$ cat src/rtl/pfc_sup_pkg.sv
package pfc_sup_pkg;
  typedef enum logic [1:0] {
    ST_OFF   = 2'd0,
    ST_STBY  = 2'd1,
    ST_START = 2'd2,
    ST_NORM  = 2'd3
  } sup_state_e;
endpackage

$ cat src/rtl/pfc_hyst.sv
module pfc_hyst #(
  parameter int MV_W         = 16,
  parameter int SET_BELOW_MV = 710,
  parameter int CLR_ABOVE_MV = 1500
) (
  input  logic                   clk_i,
  input  logic                   rst_ni,
  input  logic                   valid_i,
  input  logic signed [MV_W-1:0] val_i,
  output logic                   flag_n_o,
  output logic                   flag_o
);
  localparam logic signed [MV_W-1:0] SET_C = MV_W'(SET_BELOW_MV);
  localparam logic signed [MV_W-1:0] CLR_C = MV_W'(CLR_ABOVE_MV);

  always_comb begin
    flag_n_o = flag_o;
    if (val_i < SET_C)      flag_n_o = 1'b1;
    else if (val_i > CLR_C) flag_n_o = 1'b0;
  end

  always_ff @(posedge clk_i or negedge rst_ni) begin
    if (!rst_ni)      flag_o <= 1'b1;
    else if (valid_i) flag_o <= flag_n_o;
  end
endmodule

$ cat src/rtl/pfc_seq_fsm.sv
module pfc_seq_fsm
  import pfc_sup_pkg::*;
(
  input  logic       clk_i,
  input  logic       rst_ni,
  input  logic       valid_i,
  input  logic       uvlo_i,
  input  logic       bo_i,
  input  logic       olp_i,
  input  logic       fb_ok_i,
  output sup_state_e state_n_o
);
  sup_state_e state_q;

  always_comb begin
    state_n_o = state_q;
    if (uvlo_i)              state_n_o = ST_OFF;
    else if (bo_i || olp_i)  state_n_o = ST_STBY;
    else begin
      unique case (state_q)
        ST_OFF, ST_STBY: state_n_o = ST_START;
        ST_START:        state_n_o = fb_ok_i ? ST_NORM : ST_START;
        default:         state_n_o = ST_NORM;
      endcase
    end
  end

  always_ff @(posedge clk_i or negedge rst_ni) begin
    if (!rst_ni)      state_q <= ST_OFF;
    else if (valid_i) state_q <= state_n_o;
  end
endmodule

$ cat src/rtl/pfc_supervisor.sv
module pfc_supervisor
  import pfc_sup_pkg::*;
#(
  parameter int MV_W        = 16,
  parameter int VCC_ON_MV   = 11800,
  parameter int VCC_OFF_MV  = 11000,
  parameter int BO_ON_MV    = 1500,
  parameter int BO_OFF_MV   = 710,
  parameter int OLP_MV      = 600,
  parameter int WIN_LO_MV   = 2850,
  parameter int OV_SOFT_MV  = 3150,
  parameter int OV_HARD_MV  = 3250,
  parameter int SOC_MV      = -750
) (
  input  logic                   clk_i,
  input  logic                   rst_ni,
  input  logic                   smp_valid_i,
  input  logic signed [MV_W-1:0] supply_mv_i,
  input  logic signed [MV_W-1:0] fb_mv_i,
  input  logic signed [MV_W-1:0] bo_mv_i,
  input  logic signed [MV_W-1:0] isense_mv_i,
  output logic                   run_en_o,
  output logic                   vcomp_hold_o,
  output logic                   icomp_force_o,
  output logic                   duty_cut_o,
  output logic                   gate_kill_o,
  output logic                   soc_flag_o,
  output logic                   boost_shift_o
);
  localparam logic signed [MV_W-1:0] OLP_C     = MV_W'(OLP_MV);
  localparam logic signed [MV_W-1:0] WIN_LO_C  = MV_W'(WIN_LO_MV);
  localparam logic signed [MV_W-1:0] OV_SOFT_C = MV_W'(OV_SOFT_MV);
  localparam logic signed [MV_W-1:0] OV_HARD_C = MV_W'(OV_HARD_MV);
  localparam logic signed [MV_W-1:0] SOC_C     = MV_W'(SOC_MV);

  logic       uvlo_n, uvlo_q, bo_n, bo_q, olp, fb_ok, running;
  sup_state_e state_n;

  pfc_hyst #(.MV_W(MV_W), .SET_BELOW_MV(VCC_OFF_MV), .CLR_ABOVE_MV(VCC_ON_MV)) u_uvlo (
    .clk_i, .rst_ni, .valid_i(smp_valid_i), .val_i(supply_mv_i),
    .flag_n_o(uvlo_n), .flag_o(uvlo_q)
  );

  pfc_hyst #(.MV_W(MV_W), .SET_BELOW_MV(BO_OFF_MV), .CLR_ABOVE_MV(BO_ON_MV)) u_bo (
    .clk_i, .rst_ni, .valid_i(smp_valid_i), .val_i(bo_mv_i),
    .flag_n_o(bo_n), .flag_o(bo_q)
  );

  assign olp   = (fb_mv_i <= OLP_C);
  assign fb_ok = (fb_mv_i >= WIN_LO_C);

  pfc_seq_fsm u_fsm (
    .clk_i, .rst_ni, .valid_i(smp_valid_i),
    .uvlo_i(uvlo_n), .bo_i(bo_n), .olp_i(olp), .fb_ok_i(fb_ok),
    .state_n_o(state_n)
  );

  assign running = (state_n == ST_START) || (state_n == ST_NORM);

  always_ff @(posedge clk_i or negedge rst_ni) begin
    if (!rst_ni) begin
      run_en_o      <= 1'b0;
      vcomp_hold_o  <= 1'b0;
      icomp_force_o <= 1'b0;
      duty_cut_o    <= 1'b0;
      gate_kill_o   <= 1'b0;
      soc_flag_o    <= 1'b0;
      boost_shift_o <= 1'b0;
    end else if (smp_valid_i) begin
      run_en_o      <= running;
      vcomp_hold_o  <= (state_n == ST_STBY);
      icomp_force_o <= (state_n == ST_STBY);
      // hard level wins over the soft reduction
      gate_kill_o   <= running && (fb_mv_i > OV_HARD_C);
      duty_cut_o    <= running && (fb_mv_i > OV_SOFT_C) && !(fb_mv_i > OV_HARD_C);
      soc_flag_o    <= running && (isense_mv_i < SOC_C);
      boost_shift_o <= (state_n == ST_START) && !fb_ok;
    end
  end

  logic unused_q;
  assign unused_q = uvlo_q ^ bo_q;
endmodule

$ cat config.mk
export PLATFORM = sky130hd
export DESIGN_NAME = pfc_supervisor
export DESIGN_NICKNAME = d
export VERILOG_FILES = /design/src/rtl/pfc_sup_pkg.sv /design/src/rtl/pfc_hyst.sv /design/src/rtl/pfc_seq_fsm.sv /design/src/rtl/pfc_supervisor.sv
export SDC_FILE = /design/constraint.sdc
export NUM_CORES = 1
export LEC_CHECK = 0
export ABC_AREA = 1
export BUFFER_PORTS_ARGS = -buffer_cell sky130_fd_sc_hd__buf_2
export CORE_MARGIN = 10
export CORE_UTILIZATION = 42
export DETAILED_ROUTE_END_ITERATION = 10
export GPL_TIMING_DRIVEN = 0
export PLACE_DENSITY = 0.85
export SYNTH_ARGS = -nofsm -noshare
export SYNTH_HDL_FRONTEND = slang
export SYNTH_HIERARCHICAL = 1
export SYNTH_SLANG_ARGS = --single-unit
$ cat constraint.sdc
create_clock -name clk_i -period 1.6 [get_ports clk_i]
set_clock_uncertainty 0.05 [all_clocks]
set_input_delay 0.24 -clock clk_i [delete_from_list [all_inputs] [get_ports clk_i]]
set_output_delay 0.24 -clock clk_i [all_outputs]
set_load 0.01 [all_outputs]
==> results.yml <==
floorplanning:
  die_h_um: 71.81
  initial_core_util: 0.4469
  core_area_um2: 2522
  pin_count: 74
  rows: 18
  die_w_um: 71.81
  die_area_um2: 5157
clock_tree:
  cts_tree: "done"
  clk_pin_slew_ps: 70
  insertion_delay_ps: 260
  ctsHtreeMaxLevel: 1
  cts_buffers: 3
  clock_path_buffers: 2
  root_buffer: "clkbuf_4"
  cts.sinks: 10
sta:
  slew_headroom: 0.7764
  rsz0062_at_grt: "yes"
  worst_slew_pin_slew_ps: 330.8
  timing.hold.ws_ps: 208.2
  hold_viol: 0
  max_freq_mhz: 616.5
  period_needed_ps: 1622
  finalMaxSlewViolations: 0
  min_period_over_period: 1.014
  fin_ws_ps: -22.17
  setup_violations: 1
route:
  drtIter0Drc: 41
  firstDrtPassIters: 4
  drc: 0
  wirelength_mm: 3.577
  avgViaCountPerCell: 4.664
  wl_per_cell_um: 11.25
  num_vias: 1483
  ant_nets: 0
pwr:
  power_density_nw_per_um2: 478.6
  p_seq_frac: 0.361
  p_int_uw: 533.6
  p_sw_frac: 0.3162
  clkPwrFrac: 0.295
  share_comb_of_total_power: 0.344
  power.total_uw: 780.3
  power.switching_uw: 246.7
  ir_worst_vdd_v: 0.0003750
  leakagePower_uw: 0.0009558
run_status:
  violations: "setup timing"
  status: "finished with violations"
setup_path:
  r2r_setup_slack_ps: -20
  cp.arrival_ps: 1730
  worstPathRequired_ps: 1710
  cp-end-kind: "flip-flop"
  path_max_fanout: 4
  critPathKind: "flip-flop to flip-flop"
  startpoint_type: "flip-flop"
synth:
  netlist_area_um2: 1127
  synthCells: 208
  ys_types: 27
  syn_nets: 275
  synth-seq-cells: 10
  syn_avg_cell_area_um2: 5.420
  seq_area_frac_synth: 0.2242
  yosysWarnings: 6
place:
  gp_congestion: 0.8150
  dpl.hpwl_mm: 3.043
  io_buffers: 72
  place_inst: 310
  post-place-ws_ps: -257.7
global_routing:
  overflow: 0
  antenna_found_initial: 0
  grt.total_usage: 0.1345
  grt_pass1_vias: 1552
  grt_start_max_net_pins: 11
  grt_pass1_wl_mm: 6.085
final_layout:
  drive_gt1_frac: 0.3854
  finish.net_count: 356
  layout.cells.non_filler: 318
  area_delta_synth_final_pct: 44.62
  antenna_cells: 0
run:
  drv_cap: 0
min_path:
  min-delay-path-class: "input port to flip-flop"
-- layer usage --
| layer | vias to the layer above | share of wire | GRT usage |
|---|---|---|---|
| li1 | 800 | - | - |
| met1 | 637 | 0.39 | 0.1350 |
| met2 | 44 | 0.53 | 0.2657 |
| met3 | 2 | 0.074 | 0.03306 |
| met4 | 0 | 0.0053 | 0.03226 |
| met5 | - | 0 | 0 |
-- path summary, 6_finish.rpt --
| kind | startpoint | endpoint | cells after the start |
|---|---|---|---|
| max in group asynchronous | rst_ni | u_uvlo/flag_o | 2 |
| setup reg to reg | u_uvlo/flag_o | gate_kill_o | 11 |
| hold reg to reg | u_bo/flag_o | u_bo/flag_o | 2 |
| min in group asynchronous | rst_ni | run_en_o | 2 |
| setup / recovery | u_uvlo/flag_o | gate_kill_o | 11 |
| hold / removal | smp_valid_i | u_uvlo/flag_o | 3 |
-- placed cells by master (no fill, tap or decap), types with 4 or more instances in the layout --
cell type / Yosys / routed
dfrtp_1: 8 / 8
buf_2: 0 / 72
nor2_2: 3 / 4
nand3_1: 15 / 14
inv_1: 24 / 23
nand2_1: 80 / 79
nand2_2: 6 / 7
buf_4: 1 / 4
nor2_1: 35 / 33
nor3_1: 4 / 4
inv_2: 7 / 8
-- power groups by stage --
| stage | clock (uW) | combinational (uW) | sequential (uW) |
|---|---|---|---|
| after global placement | 0 | 246 | 285 |
| after floorplan | 0 | 118 | 287 |
| after global routing | 245 | 309 | 284 |
| final | 230 | 268 | 282 |
| after CTS | 231 | 259 | 282 |
| after detailed placement | 0 | 252 | 287 |
-- sequential cells by signal (all words and copies together) (netlist names) --
signal / count
duty_cut_o: 1
u_uvlo/flag_o: 1
u_fsm/state_q: 2
soc_flag_o: 1
gate_kill_o: 1
u_bo/flag_o: 1
vcomp_hold_o: 1
boost_shift_o: 1
run_en_o: 1
-- critical path, stage by stage, from the launching register on --
cell	delay, ps
dfstp_2	550
nor3b_2	150
nand3_1	80
nor2_1	90
nor2_1	60
nand2_2	100
nor3_4	60
nand2_2	80
inv_2	50
buf_4	120
nand4_1	80
nand2_1	50
-- cell type report --
type / count / area (um2)
Sequential cell: 10 / 252.7
Timing Repair Buffer: 76 / 392.9
Clock buffer: 4 / 36.28
Multi-Input combinational cell: 163 / 775.7
Tap cell: 30 / 37.54
Buffer: 1 / 7.507
Inverter: 34 / 127.6
Fill cell: 256 / 892.1
-- kinds of logic after synthesis --
| group | Yosys count | share of synthesized area |
|---|---|---|
| compound gates | 10 | 0.05771 |
| buf+inv | 35 | 0.1199 |
| flops | 10 | 0.2242 |
| simple gates | 153 | 0.5982 |
-- metrics by stage --
step	setup TNS [ps]	util	area [um2]
after floorplan	0	-	1127
after global placement	-629.9	0.6047	1525
after detailed placement	-637.2	0.6047	1525
after CTS	0	0.6265	1580
after global routing	-305.6	0.6463	1630
final	-22.17	0.6463	1630
-- Yosys cell counts --
cell type | n | area [um2]
a21oi_1 | 4 | 20.02
a21oi_2 | 1 | 8.760
a31oi_1 | 1 | 6.260
and3_1 | 1 | 6.260
buf_4 | 1 | 7.510
clkinv_1 | 3 | 11.26
dfrtp_1 | 8 | 200.2
dfstp_2 | 2 | 52.55
inv_1 | 24 | 90.09
inv_2 | 7 | 26.28
nand2_1 | 80 | 300.3
nand2_2 | 6 | 37.54
nand3_1 | 15 | 75.07
nand3b_1 | 2 | 15.01
nand4_1 | 1 | 6.260
nor2_1 | 35 | 131.4
nor2_2 | 3 | 18.77
nor3_1 | 4 | 20.02
nor3_2 | 1 | 10.01
nor3b_1 | 1 | 7.510
nor3b_2 | 2 | 25.02
nor4_2 | 1 | 12.51
nor4b_1 | 1 | 8.760
o21ai_0 | 1 | 5.000
o21ai_1 | 1 | 5.000
o21ai_2 | 1 | 8.760
o21bai_2 | 1 | 11.26
-- what timing repair did --
item | 4_1_cts | 5_1_grt
hold buffers | 1 | 0
gates resized for setup | 3 | 6
pin swaps | 2 | 7
endpoints found under the hold margin | 8 | 0
endpoints found under the setup margin | 1 | 4
setup buffers | 0 | 3
(Power assumes the default switching activity.)
